**src/rtl/rr_pkg.sv**
```systemverilog
package rr_pkg;

  // A column position is real unless it sits in the dead outer edge
  // of the first or the last block.
  function automatic logic col_live(int blk, int pos, int nblk, int ppb, int dead);
    col_live = !((blk == 0) && (pos < dead)) &&
               !((blk == nblk - 1) && (pos >= ppb - dead));
  endfunction

  // Cycles spent on one row: every position read, plus one clear-only cycle.
  function automatic int row_cycles(int ppb);
    row_cycles = ppb + 1;
  endfunction

endpackage

```
**src/rtl/rr_seq.sv**
```systemverilog
module rr_seq #(
  parameter int PPB   = 8,
  parameter int NR    = 48,
  parameter int CYC_W = 4,
  parameter int ROW_W = 6
) (
  input  logic             clk,
  input  logic             rst_n,
  input  logic             start,
  input  logic             auto_mode,
  output logic             run,
  output logic [CYC_W-1:0] cyc,
  output logic [ROW_W-1:0] row,
  output logic             row_end,
  output logic             frame_end,
  output logic             frame_done
);
  localparam int LAST_CYC = rr_pkg::row_cycles(PPB) - 1;

  assign row_end   = run && (cyc == CYC_W'(LAST_CYC));
  assign frame_end = row_end && (row == ROW_W'(NR - 1));

  always_ff @(posedge clk or negedge rst_n) begin
    if (!rst_n) begin
      run        <= 1'b0;
      cyc        <= '0;
      row        <= '0;
      frame_done <= 1'b0;
    end else begin
      frame_done <= frame_end;
      if (run) begin
        if (row_end) begin
          cyc <= '0;
          if (frame_end) begin
            row <= '0;
            run <= auto_mode;
          end else begin
            row <= row + 1'b1;
          end
        end else begin
          cyc <= cyc + 1'b1;
        end
      end else if (start) begin
        run <= 1'b1;
        cyc <= '0;
        row <= '0;
      end
    end
  end
endmodule

```
**src/rtl/rr_strobe.sv**
```systemverilog
module rr_strobe #(
  parameter int PPB   = 8,
  parameter int CYC_W = 4,
  parameter int IDX_W = 3
) (
  input  logic             run,
  input  logic [CYC_W-1:0] cyc,
  output logic             rd_en,
  output logic [IDX_W-1:0] rd_idx,
  output logic             rst_en,
  output logic [IDX_W-1:0] rst_idx
);
  logic [CYC_W-1:0] prev_pos;

  assign prev_pos = cyc - 1'b1;
  assign rd_en    = run && (cyc < CYC_W'(PPB));
  assign rd_idx   = cyc[IDX_W-1:0];
  assign rst_en   = run && (cyc != '0);
  assign rst_idx  = prev_pos[IDX_W-1:0];
endmodule

```
**src/rtl/rr_blkmask.sv**
```systemverilog
module rr_blkmask #(
  parameter int NB    = 8,
  parameter int PPB   = 8,
  parameter int DEAD  = 2,
  parameter int IDX_W = 3
) (
  input  logic             rd_en,
  input  logic [IDX_W-1:0] rd_idx,
  input  logic             rst_en,
  input  logic [IDX_W-1:0] rst_idx,
  output logic [NB-1:0]    blk_rd_en,
  output logic [NB-1:0]    blk_rst_en
);
  for (genvar b = 0; b < NB; b++) begin : g_blk
    assign blk_rd_en[b]  = rd_en  && rr_pkg::col_live(b, int'(rd_idx),  NB, PPB, DEAD);
    assign blk_rst_en[b] = rst_en && rr_pkg::col_live(b, int'(rst_idx), NB, PPB, DEAD);
  end
endmodule

```
**src/rtl/rolling_readout_ctrl.sv**
```systemverilog
module rolling_readout_ctrl #(
  parameter int NB    = 8,
  parameter int PPB   = 8,
  parameter int NR    = 48,
  parameter int DEAD  = 2,
  localparam int IDX_W = $clog2(PPB),
  localparam int CYC_W = $clog2(PPB + 1),
  localparam int ROW_W = $clog2(NR)
) (
  input  logic             clk,
  input  logic             rst_n,
  input  logic             start,
  input  logic             auto_mode,
  output logic [ROW_W-1:0] row_sel,
  output logic             rd_en,
  output logic [IDX_W-1:0] rd_idx,
  output logic             rst_en,
  output logic [IDX_W-1:0] rst_idx,
  output logic [NB-1:0]    blk_rd_en,
  output logic [NB-1:0]    blk_rst_en,
  output logic             busy,
  output logic             frame_done
);
  logic             run;
  logic [CYC_W-1:0] cyc;
  logic             row_end;
  logic             frame_end;

  rr_seq #(.PPB(PPB), .NR(NR), .CYC_W(CYC_W), .ROW_W(ROW_W)) u_seq (
    .clk(clk), .rst_n(rst_n), .start(start), .auto_mode(auto_mode),
    .run(run), .cyc(cyc), .row(row_sel), .row_end(row_end),
    .frame_end(frame_end), .frame_done(frame_done)
  );

  rr_strobe #(.PPB(PPB), .CYC_W(CYC_W), .IDX_W(IDX_W)) u_strobe (
    .run(run), .cyc(cyc), .rd_en(rd_en), .rd_idx(rd_idx),
    .rst_en(rst_en), .rst_idx(rst_idx)
  );

  rr_blkmask #(.NB(NB), .PPB(PPB), .DEAD(DEAD), .IDX_W(IDX_W)) u_mask (
    .rd_en(rd_en), .rd_idx(rd_idx), .rst_en(rst_en), .rst_idx(rst_idx),
    .blk_rd_en(blk_rd_en), .blk_rst_en(blk_rst_en)
  );

  assign busy = run;
endmodule

```
**config.mk**
```make
export PLATFORM = sky130hd
export DESIGN_NAME = rolling_readout_ctrl
export DESIGN_NICKNAME = d
export VERILOG_FILES = /design/src/rtl/rr_pkg.sv /design/src/rtl/rr_seq.sv /design/src/rtl/rr_strobe.sv /design/src/rtl/rr_blkmask.sv /design/src/rtl/rolling_readout_ctrl.sv
export SDC_FILE = /design/constraint.sdc
export NUM_CORES = 1
export LEC_CHECK = 0
export BUFFER_PORTS_ARGS = -buffer_cell sky130_fd_sc_hd__buf_2
export CAP_MARGIN = 5
export CORE_ASPECT_RATIO = 1.25
export CORE_MARGIN = 2
export CORE_UTILIZATION = 35
export DETAILED_ROUTE_END_ITERATION = 10
export SYNTH_ARGS = -nofsm -noshare
export SYNTH_HDL_FRONTEND = slang
export SYNTH_HIERARCHICAL = 1
export SYNTH_SLANG_ARGS = --single-unit
```
**constraint.sdc**
```tcl
create_clock -name clk -period 1.85 [get_ports clk]
set_input_delay 0.185 -clock clk [delete_from_list [all_inputs] [get_ports clk]]
set_output_delay 0.185 -clock clk [all_outputs]
set_load 0.05 [all_outputs]
```
==> out/qor.yml, run 1 <==
first_pass_iters: 4
synthDominantCellAreaShare_pct: 35.8
top_layer_used: "met3"
area_delta_synth_final_pct: 30.0
yosysWarnings: 6
track_usage_pct: 14.3
first_iter_violations: 8
period_share_pct: 95.7
drt_wl_total_um: 1860
cts-buffers-inserted: 3
start_kind: "flip-flop"
drive_gt1_share_pct: 45.1
end_kind: "flip-flop"
port_buffers: 35
initial_utilization_pct: 37.6
path_class: "reg -> reg"
io_pins: 36
status: "complete, no violations"
die_w_um: 47.8
ff_latch_area_um2: 302
r2r_cells: 7
met1_length_um: 803
fin_nets: 131
cts_root_buf: "clkbuf_4"
htree_levels: 1
cp.required_ps: 2030
cts.sink_count: 12
finClkSkew_ps: 8.90
grt_first_pass_wirelength_um: 2930
clk_pin_slew_ps: 80
setup_slack_ps: 79.3
synthDistinctLibCells: 27
coreArea_um2: 2230
drc: 0
arrival_ps: 1950
antenna_found_initial: 0
avgSynthCellArea_um2: 8.93
clockBufferDepth: 2
n_antenna_cell: 0
dr_wl_met2_um: 932
route.met3.wl_um: 128
maxCapViolations: 0
row_count: 19
fp.dieH_um: 58.8
fp.dieArea_um2: 2810
grt_pass1_vias: 714
dp_slack_ps: 205
synth_area_um2: 840
grt_max_degree: 13
syn_nets: 102
synth.area.top_cells: "dfrtp_1, buf_4, nand3_1, ha_1, inv_1"
hold_class: "in -> reg"
synth-seq-cells: 12
hold_viol_final: 0
insertion_delay_ps: 270
wl_per_cell_um: 12.2
crit_fanout: 9
yosys.area.top_type: "dfrtp_1"
yosysSeqAreaShare_pct: 35.8
setup_viol: 0
worst_hold_path.num_cells: 2
final_common_cell: "buf_2"
min_period_ps: 1770
max_slew_margin_pct: 80.2
nFillCells: 252
final_max_slew_viol_count: 0
synthCells: 94
worstMarginPinSlew_ps: 298
max_freq_mhz: 565
dp_hpwl_um: 1470
layout_common_cells: "buf_2, nand3_1, dfrtp_1, inv_1, nand2_1"
multi_input_area_um2: 455
gr-total-overflow: 0
cts_tree: "yes"
ant_nets: 0
place.gp.congestion: 0.740
vias: 757
vias_per_cell: 4.95
rsz0062_at_grt: "no"
## critical path, cell delays in order, from the launching register on
cell	delay (ps)
dfrtp_2	450
buf_4	160
inv_1	60
ha_1	190
nand4b_4	170
buf_4	210
or3_1	340
o211ai_1	90
## worst paths after layout
| kind | startpoint | endpoint | slack (ps) |
|---|---|---|---|
| hold / removal | start | u_seq/cyc[1]$_DFFE_PN0P_ | 150 |
| max in group asynchronous | rst_n | u_seq/cyc[0]$_DFFE_PN0P_ | 1290 |
| min in group asynchronous | rst_n | u_seq/cyc[1]$_DFFE_PN0P_ | 320 |
| hold reg to reg | u_seq/row[0]$_DFFE_PN0P_ | u_seq/row[0]$_DFFE_PN0P_ | 580 |
| setup / recovery | u_seq/cyc[0]$_DFFE_PN0P_ | u_seq/row[3]$_DFFE_PN0P_ | 80 |
| setup reg to reg | u_seq/cyc[0]$_DFFE_PN0P_ | u_seq/row[3]$_DFFE_PN0P_ | 80 |
## cell usage after synthesis, drive strengths merged
master and count:
mux2i 2, nand2b 2, ha 4, buf 17, nor3 1, a21oi 3
a31oi 1, o21ai 5, dfrtp 12, o32ai 2, or3 1, o2111ai 1
nor2 2, o211ai 1, nand4b 2, nand2 7, inv 9, a21boi 3
xor2 1, or4 1, nand4 1, nand3 11, o21a 3, nor2b 2
## layer usage
layer / vias up / track usage [%]
met5: - / 0
met4: 0 / 4.63
met3: 0 / 2.15
met2: 31 / 24.8
met1: 354 / 17.3
li1: 372 / -
## area by class of cell
cell class              count  share of cell area, %
multi-input cells          56                   41.7
flip-flops and latches     12                   27.6
repair buffers             41                   21.2
well taps                  31                   3.56
inverters                   9                   3.44
clock buffers               4                   2.41
## per-stage QoR
| step | utilization [%] | instance area, um2 | instances | hold slack [ps] | TNS [ps] |
|---|---|---|---|---|---|
| 2_1_floorplan | - | 912 | 94 | -111 | -679 |
| 3_3_place_gp | 46.2 | 1030 | 147 | 78.9 | 0 |
| 3_5_place_dp | 46.2 | 1030 | 147 | 83.7 | 0 |
| 4_1_cts | 48.3 | 1080 | 152 | 143 | 0 |
| 5_1_grt | 48.8 | 1090 | 153 | 155 | 0 |
| 6_report | 48.8 | 1090 | 153 | 147 | 0 |
## kinds of logic after synthesis
family / count (synthesis) / share of synthesized area (%)
AO/OA/AOI/OAI: 19 / 15.8
XOR/XNOR: 1 / 1.04
adder cells (fa/ha/maj): 4 / 5.96
buffers and inverters: 26 / 18.6
flip-flops: 12 / 35.8
multiplexers: 2 / 2.38
AND/OR/NAND/NOR: 30 / 20.4
## repair_timing
item / CTS / global route
pin swaps: 0 / 1
endpoints found under the hold margin: 12 / 0
buffers inserted: 0 / 1
resized for setup: 3 / 1
setup endpoints to repair: 2 / 2
gates cloned: 0 / 0
hold buffers: 1 / 0
## sequential cells by signal, summed over array words and instances (netlist names)
signal	cells
u_seq/row	6
u_seq/run	1
u_seq/frame_done	1
u_seq/cyc	4
Power of run 1 is left out: the tool's default activity adds up to more than one toggle a clock period on the data nets, which glitch-free logic cannot reach.
==> run 2, diff against run 1 <==
--- a/config.mk
+++ b/config.mk
@@ -7,10 +7,14 @@
 export LEC_CHECK = 0
 export BUFFER_PORTS_ARGS = -buffer_cell sky130_fd_sc_hd__buf_2
 export CAP_MARGIN = 5
+export CELL_PAD_IN_SITES_DETAIL_PLACEMENT = 2
+export CELL_PAD_IN_SITES_GLOBAL_PLACEMENT = 2
 export CORE_ASPECT_RATIO = 1.25
 export CORE_MARGIN = 2
-export CORE_UTILIZATION = 35
+export CORE_UTILIZATION = 26
 export DETAILED_ROUTE_END_ITERATION = 10
+export PLACE_DENSITY_LB_ADDON = 0.1
+export RECOVER_POWER = 50
 export SYNTH_ARGS = -nofsm -noshare
 export SYNTH_HDL_FRONTEND = slang
 export SYNTH_HIERARCHICAL = 1
==> run 2 against run 1 <==
Hold slack better by 25 ps. Non-clock buffer count unchanged. Count of clock-buffer cells in the layout unchanged. Largest cell class unchanged. Via count up 3.3%. Register-to-register slack better by 90 ps. Clock skew down 8.1 ps. Flip-flop and latch count unchanged. Sequential share of layout area down 0.69 points. Global-route usage up 0.17 points. Routed wire length up 30%. Final cell count up 4.6%.
==> out/qor.yml, run 2 (synthesized netlist as in run 1, its figures left out) <==
end_kind: "output pin"
largest_reg_flops: 6
final_common_cell: "buf_2"
cp.required_ps: 1660
dp_hpwl_um: 1850
cts_tree: "yes"
top_register: "u_seq/row"
rsz0062_at_grt: "yes"
dp.cells: 152
slowest_delay_ps: 440
start_kind: "flip-flop"
setup_viol: 0
slowest_stage: "dfrtp_2"
layout_common_cells: "buf_2, nand3_1, dfrtp_1, clkbuf_1, inv_1"
critPathLaunch: "u_seq/cyc[0]$_DFFE_PN0P_"
path_class: "reg -> out"
grt_max_degree: 13
drive_gt1_share_pct: 39.0
fp.dieArea_um2: 3700
vias: 782
initial_utilization_pct: 26.8
grt_first_pass_wirelength_um: 3820
coreArea_um2: 3140
clockBufferDepth: 2
crit_buf_inv: 2
min_period_ps: 1790
clk_pin_slew_ps: 60
finClkSkew_ps: 0.781
hold_viol_final: 0
crit_path_frequent_cell: "a21boi_4"
die_w_um: 54.8
antenna_found_initial: 0
status: "complete, no violations"
path_delay_family: "flip-flops"
area_delta_synth_final_pct: 33.8
arrival_ps: 1610
gr-total-overflow: 0
wl_per_cell_um: 15.2
drc: 0
htree_levels: 1
vias_per_cell: 4.89
io_pins: 36
maxCapViolations: 0
nFillCells: 368
insertion_delay_ps: 240
max_slew_margin_pct: 51.1
crit_fanout: 7
max_freq_mhz: 558
period_share_pct: 96.9
dp_slack_ps: 114
hp-start: "auto_mode"
final_max_slew_viol_count: 0
first_iter_violations: 12
drt_wl_total_um: 2430
final_cells: 160
hold_class: "in -> reg"
track_usage_pct: 14.4
fin_nets: 132
fin_util_pct: 35.8
cp_cell_sequence: "clkinvlp_4 -> ha_4 -> a21boi_4 -> a21boi_4 -> buf_6"
ant_nets: 0
setup_slack_ps: 57.0
r2r-start: "u_seq/cyc[0]$_DFFE_PN0P_"
grt_pass1_vias: 795
cts_root_buf: "clkbuf_8"
row_count: 23
first_pass_iters: 3
cts-buffers-inserted: 3
reg.largest.list: "u_seq/row: 6 flops, u_seq/cyc: 4 flops"
place.gp.congestion: 0.752
fp.dieH_um: 67.5
worstMarginPinSlew_ps: 734
cts.sink_count: 12
port_buffers: 35
n_antenna_cell: 0
run 2: cell types whose count changed in the layout (fill, tap and decap cells not counted):
| cell | change |
|---|---|
| nor3_1 | +1 |
| dfrtp_1 | -1 |
| clkbuf_8 | +4 |
| clkbuf_1 | +8 |
| dfrtp_2 | +1 |
| a21boi_2 | +1 |
| buf_2 | -9 |
| clkbuf_4 | -3 |
| nor3_2 | -1 |
run 2: path summary, 6_finish.rpt:
check	end	slack, ps	cells after the start
min in group asynchronous	u_seq/row[2]$_DFFE_PN0P_	510	2
max in group asynchronous	u_seq/cyc[0]$_DFFE_PN0P_	830	2
worst min register to register	u_seq/cyc[2]$_DFFE_PN0P_	550	1
worst max register to register	u_seq/row[5]$_DFFE_PN0P_	170	5
worst min-delay path	u_seq/run$_DFF_PN0_	170	3
worst max-delay path	blk_rst_en[7]	60	5
run 2: worst register-to-register path, cell delays in order (launching register included):
cell	delay [ps]
dfrtp_2	460
inv_1	100
ha_1	200
nand4b_4	210
or4_1	550
nand3_1	100
run 2: through the flow:
stage	hold slack [ps]	instance area (um2)	setup TNS [ps]
floorplan	-111	912	-679
global placement	92.5	1030	0
detailed placement	94.6	1030	0
CTS	171	1110	0
global route	189	1120	-21.5
finish	171	1120	0
run 2: repair_timing:
action	in CTS	in global routing
pin swaps	1	1
gates cloned	0	1
setup buffers	0	2
hold buffers	1	0
endpoints found under the setup margin	2	2
hold endpoints to repair	12	0
gates resized for setup	4	0
run 2: final cells by class:
cell class | instances | area (um2) | area share [%]
multi-input combinational | 57 | 462 | 41.1
sequential | 12 | 303 | 26.9
timing repair buffer | 41 | 220 | 19.6
clock buffer | 4 | 55.1 | 4.90
tap | 37 | 46.3 | 4.12
inverter | 9 | 37.5 | 3.34
run 2: metal layers:
layer | global-route usage, % | part of all wire [%] | wire [um] | up-vias
li1 | - | - | - | 371
met1 | 16.2 | 41 | 986 | 388
met2 | 26.3 | 55 | 1340 | 21
met3 | 1.99 | 3.5 | 84 | 2
met4 | 5.63 | 0.70 | 17 | 0
met5 | 0 | 0 | 0 | -
Power of run 2 is left out for the same reason.
==> run 3, diff against run 2 <==
--- a/config.mk
+++ b/config.mk
@@ -10,12 +10,12 @@
 export CELL_PAD_IN_SITES_DETAIL_PLACEMENT = 2
 export CELL_PAD_IN_SITES_GLOBAL_PLACEMENT = 2
 export CORE_ASPECT_RATIO = 1.25
-export CORE_MARGIN = 2
-export CORE_UTILIZATION = 26
+export CORE_MARGIN = 10
+export CORE_UTILIZATION = 25
 export DETAILED_ROUTE_END_ITERATION = 10
 export PLACE_DENSITY_LB_ADDON = 0.1
 export RECOVER_POWER = 50
+export SKIP_LAST_GASP = 1
 export SYNTH_ARGS = -nofsm -noshare
 export SYNTH_HDL_FRONTEND = slang
-export SYNTH_HIERARCHICAL = 1
 export SYNTH_SLANG_ARGS = --single-unit
==> run 3 against run 2 <==
Final cell count stayed put. Clock skew is 5.0 ps higher. Synthesized area is 0.60% lower. Die area is 64% higher. First-iteration DRC count is 50% higher. Register-to-register slack hardly changed. Critical path type unchanged. Critical path depth is 1 higher. Fmax is 2.7% higher. Final area is 3.6% lower. Worst setup slack better by 47 ps.
==> out/qor.yml, run 3 <==
status: "complete, no violations"
min_period_ps: 1750
clockBufferDepth: 2
first_iter_violations: 18
dr_wl_met2_um: 1430
maxCapViolations: 0
area_delta_synth_final_pct: 29.8
insertion_delay_ps: 250
synth-seq-cells: 12
wl_per_cell_um: 17.0
vias_per_cell: 4.94
syn_nets: 103
nFillCells: 390
synthCells: 96
die_w_um: 71.7
top_register: "u_seq.row"
grt_pass1_vias: 876
met1_length_um: 1010
synth_async_sr_flop_share_pct: 100
max_slew_margin_pct: 52.8
n_antenna_cell: 0
end_kind: "output pin"
synthDominantCellAreaShare_pct: 36.0
final_common_cell: "buf_2"
clk_pin_slew_ps: 60
synth_area_um2: 835
largest_reg_flops: 6
top_layer_used: "met4"
cts_root_buf: "clkbuf_8"
antenna_found_initial: 0
cts_tree: "yes"
setup_slack_ps: 104
synthDistinctLibCells: 32
hold_class: "in -> reg"
yosysSeqAreaShare_pct: 36.0
reg.largest.list: "u_seq.row: 6 flops, u_seq.cyc: 4 flops"
row_count: 23
dp_hpwl_um: 2170
gr-total-overflow: 0
fin_nets: 131
drc: 0
arrival_ps: 1560
final_max_slew_viol_count: 0
period_share_pct: 94.4
first_pass_iters: 2
drive_gt1_share_pct: 37.4
layout_common_cells: "buf_2, clkbuf_1, dfrtp_1, nand2_1, nor2_1"
worstMarginPinSlew_ps: 708
path_class: "reg -> out"
fp.dieH_um: 84.6
setup_viol: 0
start_kind: "flip-flop"
yosys.area.top_type: "dfrtp_1"
cts-buffers-inserted: 3
io_pins: 36
track_usage_pct: 8.97
synth_ff_type: "dfrtp_1"
hold_slack_ps: 209
initial_utilization_pct: 25.9
finClkSkew_ps: 5.80
htree_levels: 1
crit_fanout: 6
grt_max_degree: 15
yosys-top-cells-count: "buf_4, dfrtp_1, inv_1, nand2_1, o21ai_0"
drt_wl_total_um: 2710
vias: 791
hold_viol_final: 0
place.gp.congestion: 0.716
cp.required_ps: 1660
dp_slack_ps: 163
route.met3.wl_um: 229
yosysMostFrequentCell: "buf_4"
synth.area.top_cells: "dfrtp_1, buf_4, ha_1, o21ai_0, inv_1"
synth_edf_count: 0
port_buffers: 35
avgSynthCellArea_um2: 8.69
cts.sink_count: 12
yosysWarnings: 0
fp.dieArea_um2: 6060
grt_first_pass_wirelength_um: 4440
ant_nets: 0
coreArea_um2: 3220
max_freq_mhz: 573
==> run 3: changes by cell type in the layout (fill, tap and decap cells not counted), sizes merged, moves of 3 or more <==
cell    previous run  this run
nand3             11         6
nor2               2         7
clkbuf            13        17
a21boi             4         0
o21a               3         0
buf               31        27
==> run 3: timing repair <==
action,in CTS,in global routing
endpoints found under the setup margin,1,9
hold buffers,1,0
hold endpoints to repair,12,0
gates resized for setup,2,4
buffers inserted,0,2
==> run 3: worst max-delay path, cell delays in order, from the launching register on <==
cell	delay, ps
dfrtp_2	420
clkinvlp_4	140
ha_4	180
nand2b_1	110
o21ai_4	90
a21oi_2	120
clkbuf_4	240
==> run 3: cells by family after synthesis <==
kind of cell	Yosys count	synth area share [%]
adders and majority gates	3	4.50
muxes	1	1.20
xor gates and xnor gates	3	3.15
DFF	12	36.0
and+or+nand+nor	31	20.7
buffers and inverters	26	19.0
AOI/OAI and AO/OA	20	15.4
==> run 3: cell type report <==
cell class / instances / area, um2 / area share (%)
Multi-Input combinational cell: 58 / 419 / 38.7
Sequential cell: 12 / 303 / 27.9
Timing Repair Buffer: 41 / 220 / 20.3
Clock buffer: 4 / 55.1 / 5.08
Tap cell: 37 / 46.3 / 4.27
Inverter: 8 / 40.0 / 3.70
==> run 3: metrics by stage <==
stage / std cells / TNS, ps / util [%] / cell area (um2)
2_1_floorplan: 96 / -131 / - / 890
3_3_place_gp: 153 / 0 / 30.8 / 993
3_5_place_dp: 153 / 0 / 30.8 / 993
4_1_cts: 158 / 0 / 33.2 / 1070
5_1_grt: 160 / -19.5 / 33.6 / 1080
6_report: 160 / 0 / 33.6 / 1080
==> run 3: path summary, 6_finish.rpt <==
kind,startpoint,end,slack [ps],cells after the start
min in group asynchronous,rst_n,u_seq.row[4]$_DFFE_PN0P_,500,2
hold reg to reg,u_seq.row[3]$_DFFE_PN0P_,u_seq.row[3]$_DFFE_PN0P_,590,2
setup / recovery,u_seq.cyc[0]$_DFFE_PN0P_,blk_rst_en[0],100,6
max in group asynchronous,rst_n,u_seq.cyc[0]$_DFFE_PN0P_,860,2
hold / removal,auto_mode,u_seq.run$_DFF_PN0_,210,3
setup reg to reg,u_seq.row[0]$_DFFE_PN0P_,u_seq.row[5]$_DFFE_PN0P_,170,5
==> run 3: routing by layer <==
metal / vias to the layer above / track usage (%)
li1: 371 / -
met1: 391 / 8.70
met2: 25 / 16.2
met3: 4 / 3.53
met4: 0 / 3.70
met5: - / 0
Power of run 3 is left out for the same reason.
